### config.mk
export PLATFORM = sky130hd
export DESIGN_NAME = ovl_addr_decoder
export DESIGN_NICKNAME = d
export VERILOG_FILES = /design/src/rtl/ovl_pkg.sv /design/src/rtl/ovl_region_map.sv /design/src/rtl/ovl_wait_ctr.sv /design/src/rtl/ovl_addr_decoder.sv
export SDC_FILE = /design/constraint.sdc
export NUM_CORES = 1
export LEC_CHECK = 0
export BUFFER_PORTS_ARGS = -buffer_cell sky130_fd_sc_hd__buf_2
export CORE_MARGIN = 2
export CORE_UTILIZATION = 47
export CTS_CLUSTER_DIAMETER = 120
export CTS_CLUSTER_SIZE = 20
export DETAILED_ROUTE_END_ITERATION = 8
export PLACE_DENSITY = 0.82
export SYNTH_ARGS = -nofsm -noshare
export SYNTH_HDL_FRONTEND = slang
export SYNTH_SLANG_ARGS = --single-unit
### constraint.sdc
create_clock -name clk_i -period 2.2 [get_ports clk_i]
set_input_delay 0.33 -clock clk_i [delete_from_list [all_inputs] [get_ports clk_i]]
set_output_delay 0.33 -clock clk_i [all_outputs]
set_load 0.01 [all_outputs]
### src/rtl/ovl_pkg.sv
package ovl_pkg;
  typedef enum logic [1:0] {
    RGN_INT = 2'd0,
    RGN_EXT = 2'd1,
    RGN_MMR = 2'd2,
    RGN_ERR = 2'd3
  } rgn_e;
endpackage

### src/rtl/ovl_region_map.sv
module ovl_region_map
  import ovl_pkg::*;
#(
  parameter int ADDR_W   = 14,
  parameter int OVL_W    = 2,
  parameter int REG_WORDS = 32
) (
  input  logic [ADDR_W-1:0] addr_i,
  input  logic              space_i,
  input  logic              boot_ext_i,
  input  logic [OVL_W-1:0]  pm_ovl_i,
  input  logic [OVL_W-1:0]  dm_ovl_i,
  output rgn_e              rgn_o,
  output logic              page_o
);
  localparam int REG_BITS = $clog2(REG_WORDS);
  localparam int HI       = ADDR_W - 1;

  logic upper;
  assign upper = addr_i[HI];

  // overlay code -> region/page for the switchable half
  function automatic void ovl_decode(input logic [OVL_W-1:0] code,
                                     output rgn_e r, output logic pg);
    pg = 1'b0;
    if (code == OVL_W'(0))      r = RGN_INT;
    else if (code == OVL_W'(1)) r = RGN_EXT;
    else if (code == OVL_W'(2)) begin r = RGN_EXT; pg = 1'b1; end
    else                        r = RGN_ERR;
  endfunction

  always_comb begin
    rgn_o  = RGN_INT;
    page_o = 1'b0;
    if (!space_i) begin
      if (boot_ext_i) begin
        if (pm_ovl_i != '0) rgn_o = RGN_ERR;
        else if (!upper)    rgn_o = RGN_EXT;
        else                rgn_o = RGN_INT;
      end else if (upper) begin
        ovl_decode(pm_ovl_i, rgn_o, page_o);
      end
    end else begin
      if (upper) begin
        rgn_o = (&addr_i[HI:REG_BITS]) ? RGN_MMR : RGN_INT;
      end else begin
        ovl_decode(dm_ovl_i, rgn_o, page_o);
      end
    end
  end
endmodule

### src/rtl/ovl_wait_ctr.sv
module ovl_wait_ctr #(
  parameter int WAIT_W = 3
) (
  input  logic              clk_i,
  input  logic              rst_ni,
  input  logic              start_i,
  input  logic [WAIT_W-1:0] wait_i,
  output logic              active_o,
  output logic              last_o
);
  logic [WAIT_W-1:0] cnt_q;

  always_ff @(posedge clk_i or negedge rst_ni) begin
    if (!rst_ni) begin
      active_o <= 1'b0;
      cnt_q    <= '0;
    end else if (start_i) begin
      active_o <= 1'b1;
      cnt_q    <= wait_i;
    end else if (active_o) begin
      if (cnt_q == '0) active_o <= 1'b0;
      else             cnt_q    <= cnt_q - 1'b1;
    end
  end

  assign last_o = active_o && (cnt_q == '0);

  p_busy_until_last_r8: assert property (@(posedge clk_i) disable iff (!rst_ni)
    active_o && !last_o |=> active_o);

  p_load_len_r8: assert property (@(posedge clk_i) disable iff (!rst_ni)
    start_i && (wait_i == '0) |=> last_o);
endmodule

### src/rtl/ovl_addr_decoder.sv
module ovl_addr_decoder
  import ovl_pkg::*;
#(
  parameter int ADDR_W    = 14,
  parameter int OVL_W     = 2,
  parameter int WAIT_W    = 3,
  parameter int REG_WORDS = 32
) (
  input  logic              clk_i,
  input  logic              rst_ni,
  input  logic [ADDR_W-1:0] addr_i,
  input  logic              space_i,
  input  logic              rd_i,
  input  logic              wr_i,
  input  logic              boot_ext_i,
  input  logic [OVL_W-1:0]  pm_ovl_i,
  input  logic [OVL_W-1:0]  dm_ovl_i,
  input  logic [WAIT_W-1:0] dwait_i,
  output logic              done_o,
  output logic              err_o,
  output logic              int_o,
  output logic              mmr_o,
  output logic [ADDR_W-1:0] ext_addr_o,
  output logic              pm_sel_no,
  output logic              dm_sel_no
);
  localparam int LO_W = ADDR_W - 1;

  rgn_e              rgn_d, rgn_q;
  logic              page_d;
  logic              space_q;
  logic [ADDR_W-1:0] eaddr_q;
  logic              active, last, accept, req;
  logic [WAIT_W-1:0] load_wait;

  ovl_region_map #(
    .ADDR_W(ADDR_W), .OVL_W(OVL_W), .REG_WORDS(REG_WORDS)
  ) u_map (
    .addr_i    (addr_i),
    .space_i   (space_i),
    .boot_ext_i(boot_ext_i),
    .pm_ovl_i  (pm_ovl_i),
    .dm_ovl_i  (dm_ovl_i),
    .rgn_o     (rgn_d),
    .page_o    (page_d)
  );

  assign req    = rd_i | wr_i;
  assign accept = req && (!active || last);
  // only external data accesses are stretched
  assign load_wait = (space_i && rgn_d == RGN_EXT) ? dwait_i : '0;

  ovl_wait_ctr #(.WAIT_W(WAIT_W)) u_wait (
    .clk_i   (clk_i),
    .rst_ni  (rst_ni),
    .start_i (accept),
    .wait_i  (load_wait),
    .active_o(active),
    .last_o  (last)
  );

  always_ff @(posedge clk_i or negedge rst_ni) begin
    if (!rst_ni) begin
      rgn_q   <= RGN_INT;
      space_q <= 1'b0;
      eaddr_q <= '0;
    end else if (accept) begin
      rgn_q   <= rgn_d;
      space_q <= space_i;
      eaddr_q <= (rgn_d == RGN_EXT) ? {page_d, addr_i[LO_W-1:0]} : '0;
    end
  end

  logic ext_act;
  assign ext_act    = active && (rgn_q == RGN_EXT);
  assign done_o     = last;
  assign err_o      = active && (rgn_q == RGN_ERR);
  assign int_o      = active && (rgn_q == RGN_INT);
  assign mmr_o      = active && (rgn_q == RGN_MMR);
  assign ext_addr_o = ext_act ? eaddr_q : '0;
  assign pm_sel_no  = !(ext_act && !space_q);
  assign dm_sel_no  = !(ext_act && space_q);

  p_err_quiet_r7: assert property (@(posedge clk_i) disable iff (!rst_ni)
    err_o |-> (pm_sel_no && dm_sel_no && done_o && ext_addr_o == '0));

  p_int_single_r9: assert property (@(posedge clk_i) disable iff (!rst_ni)
    accept && rgn_d == RGN_INT |=> done_o && int_o);

  p_boot_low_ext_r4: assert property (@(posedge clk_i) disable iff (!rst_ni)
    accept && !space_i && boot_ext_i && pm_ovl_i == '0 && !addr_i[ADDR_W-1]
    |=> !pm_sel_no && ext_addr_o[ADDR_W-1] == 1'b0);

  p_hold_addr_r8: assert property (@(posedge clk_i) disable iff (!rst_ni)
    active && !last |=> $stable(ext_addr_o) && $stable(dm_sel_no));

  p_strobe_excl_r10: assert property (@(posedge clk_i) disable iff (!rst_ni)
    !pm_sel_no |-> dm_sel_no);

  p_mmr_no_strobe_r6: assert property (@(posedge clk_i) disable iff (!rst_ni)
    mmr_o |-> (pm_sel_no && dm_sel_no && !int_o));
endmodule

==> results.toml <==
[status]
status = "completed"

[cells_and_area]
drive_above_1_share = 0.3910
fin_util = 0.6293
multi_input_area_um2 = 556.8
antenna_cells = 0
final.fill_count = 199
syn_to_final_growth_pct = 23.80
seqCellArea_um2 = 525.5
nNetsFinal = 186

[cts]
cts_setup_buffers = 0
cts_tree = "yes"
clockBufferDepth = 2
h-tree-depth = 1
numCtsBuffers = 3
cts_root_buf = "clkbuf_4"
worstSkewPairLatency_ps = 300
cts.clk_slew.worst_paths_ps = 120
clock-sinks = 21

[timing]
setup_viol = 0
skew_ps = 7.054
max_freq_mhz = 527.5
report.final.slew_viol_count = 0
rsz0062_at_grt = "no"
worstMarginPinSlew_ps = 465.1
layout_setup_ws_ps = 304.4
period_needed_ps = 1896
hold_viol = 0
finalSetupTns_ps = 0
slew_headroom = 0.6899
period_share = 0.8616

[power]
p_int_uw = 953.7
p_seq_frac = 0.411
p_switching_uw = 591.1
power_frac_clock = 0.121
leakage_uw = 0.0007451
irDropWorstVdd_mv = 0.6398
total_power_uw = 1545
powerDensity_nw_per_um2 = 1089
switching_share = 0.3826
p_comb_frac = 0.467

[synth]
avgSynthCellArea_um2 = 10.61
syn_nets = 137
synthDistinctLibCells = 37
yosysSeqAreaShare = 0.4585
ys_async_sr_fraction = 1.000
synth_cells = 108
ys_ff_latch = 21
synth_edf_count = 0
yosysMostFrequentCell = "dfrtp_1"
synth.top_cell.area_share = 0.4585
ys_warn_count = 0
synth_flop_cell = "dfrtp_1"
yosys-top-cells-count = "dfrtp_1, and2_1, a32o_1, nand2_1, nor2_1"
syn_area_um2 = 1146
ys_top_cells_by_area = "dfrtp_1, a32o_1, and2_1, a31o_2, ha_1"
synth.largest_area_cell = "dfrtp_1"

[place]
preCtsSetupSlack_ps = 337.5
dpl.hpwl_um = 2176
gp_congestion = 0.7840
numPortBuffers = 46

[floorplanning]
initial_core_util = 0.5083
die_width_um = 53.38
dieHeight_um = 53.38
core_area_um2 = 2255
fp.dieArea_um2 = 2849
rows = 17
ios = 47

[route]
wire_per_inst_um = 15.24
vias = 1086
routed_wl_um = 2805
dr.pass1.iters = 4
vias_per_cell = 5.902
remaining_drc_errors = 0
ant_nets = 0
dr.first_iter.drc_count = 21

[global_routing]
grt_start_max_net_pins = 22
antenna_found_initial = 0
gr-usage-all-layers = 0.2094
grt_pass1_vias = 1005
grt_pass1_wl_um = 4209
grt_overflow = 0

[setup_path]
start_kind = "flip-flop"
critical_path_peak_fanout = 11
crit_arrival_ps = 2140
crit_required_ps = 2450
worst_setup_path_end_kind = "flip-flop"
critical_path_class = "flip-flop to flip-flop"

[min_path]
hold_class = "input port to flip-flop"

[job]
drv_cap = 0
==> flip-flops by register name (all words and copies together) (netlist names) <==
name	count
u_wait.active_o	1
u_wait.cnt_q	3
eaddr_q	14
rgn_q	2
space_q	1
==> final timing paths <==
kind / cells after the start / slack, ps / endpoint / start
setup reg to reg: 7 / 300 / eaddr_q[10] / u_wait.cnt_q[0]
min in group asynchronous: 2 / 480 / eaddr_q[11] / rst_ni
max in group asynchronous: 2 / 1400 / u_wait.cnt_q[2] / rst_ni
setup / recovery: 7 / 300 / eaddr_q[10] / u_wait.cnt_q[0]
hold reg to reg: 1 / 500 / eaddr_q[11] / eaddr_q[11]
hold / removal: 2 / 270 / eaddr_q[3] / addr_i[3]
==> what timing repair did <==
action	4_1_cts	5_1_grt
hold buffers	1	0
endpoints found under the hold margin	21	0
resized for setup	0	0
==> worst max-delay path: stages, from the launching register on <==
cell and delay [ps]:
dfrtp_1 410, inv_1 90, ha_1 190, nor2b_1 260, o22ai_2 150, nor2_2 300, buf_4 240, a32o_1 200
==> logic make-up (layout without fill, tap and decap cells) <==
| family | Yosys count | in the layout | synth area share |
|---|---|---|---|
| AO/OA/AOI/OAI | 34 | 34 | 0.2533 |
| AND/OR/NAND/NOR | 40 | 40 | 0.1921 |
| buffers and inverters | 9 | 57 | 0.05567 |
| flip-flops | 21 | 21 | 0.4585 |
| multiplexers | 2 | 2 | 0.01856 |
| adder cells (fa/ha/maj) | 2 | 2 | 0.02183 |
==> layer usage <==
layer  track usage  vias up  wire length [µm]
met4        0.1111        0                51
met2        0.3951       45              1516
met1        0.2268      534              1110
met3       0.01695        4               126
met5             0        -                 0
li1              -      503                 -
==> cells in the final DEF, fill, tap and decap left out, drive strengths merged, types with 2 or more instances in the layout <==
cell    netlist  final
nor3          2      2
nand2         6      6
dfrtp        21     21
a31o          3      3
nand3b        2      2
buf           3     49
inv           3      3
clkbuf        3      3
o211a         2      2
a32o         14     14
a21oi         4      4
nor2          7      7
o21ai         4      4
or3           2      2
and2         14     14
ha            2      2
and3          2      2
==> stage by stage <==
step,instance area [µm²],instances,hold slack [ps]
after CTS,1419,184,265.9
after detailed placement,1381,179,309.8
final,1419,184,270.4
after global routing,1419,184,266.2
after floorplan,1146,108,34.41
after global placement,1381,179,303.3
==> final cells by class <==
type,instances,area share
clock buffer,3,0.01587
multi-input combinational,78,0.3924
tap,28,0.02469
sequential,21,0.3704
timing repair buffer,50,0.1852
clock inverter,1,0.003527
inverter,3,0.007937
==> power groups by stage <==
stage | clock network, µW | logic [µW] | registers, µW
after floorplan | 0 | 507 | 606
after global placement | 0 | 689 | 630
after detailed placement | 0 | 726 | 644
after CTS | 190 | 728 | 634
after global routing | 202 | 806 | 651
final | 188 | 722 | 635
Power figures use the tool's default switching activity.
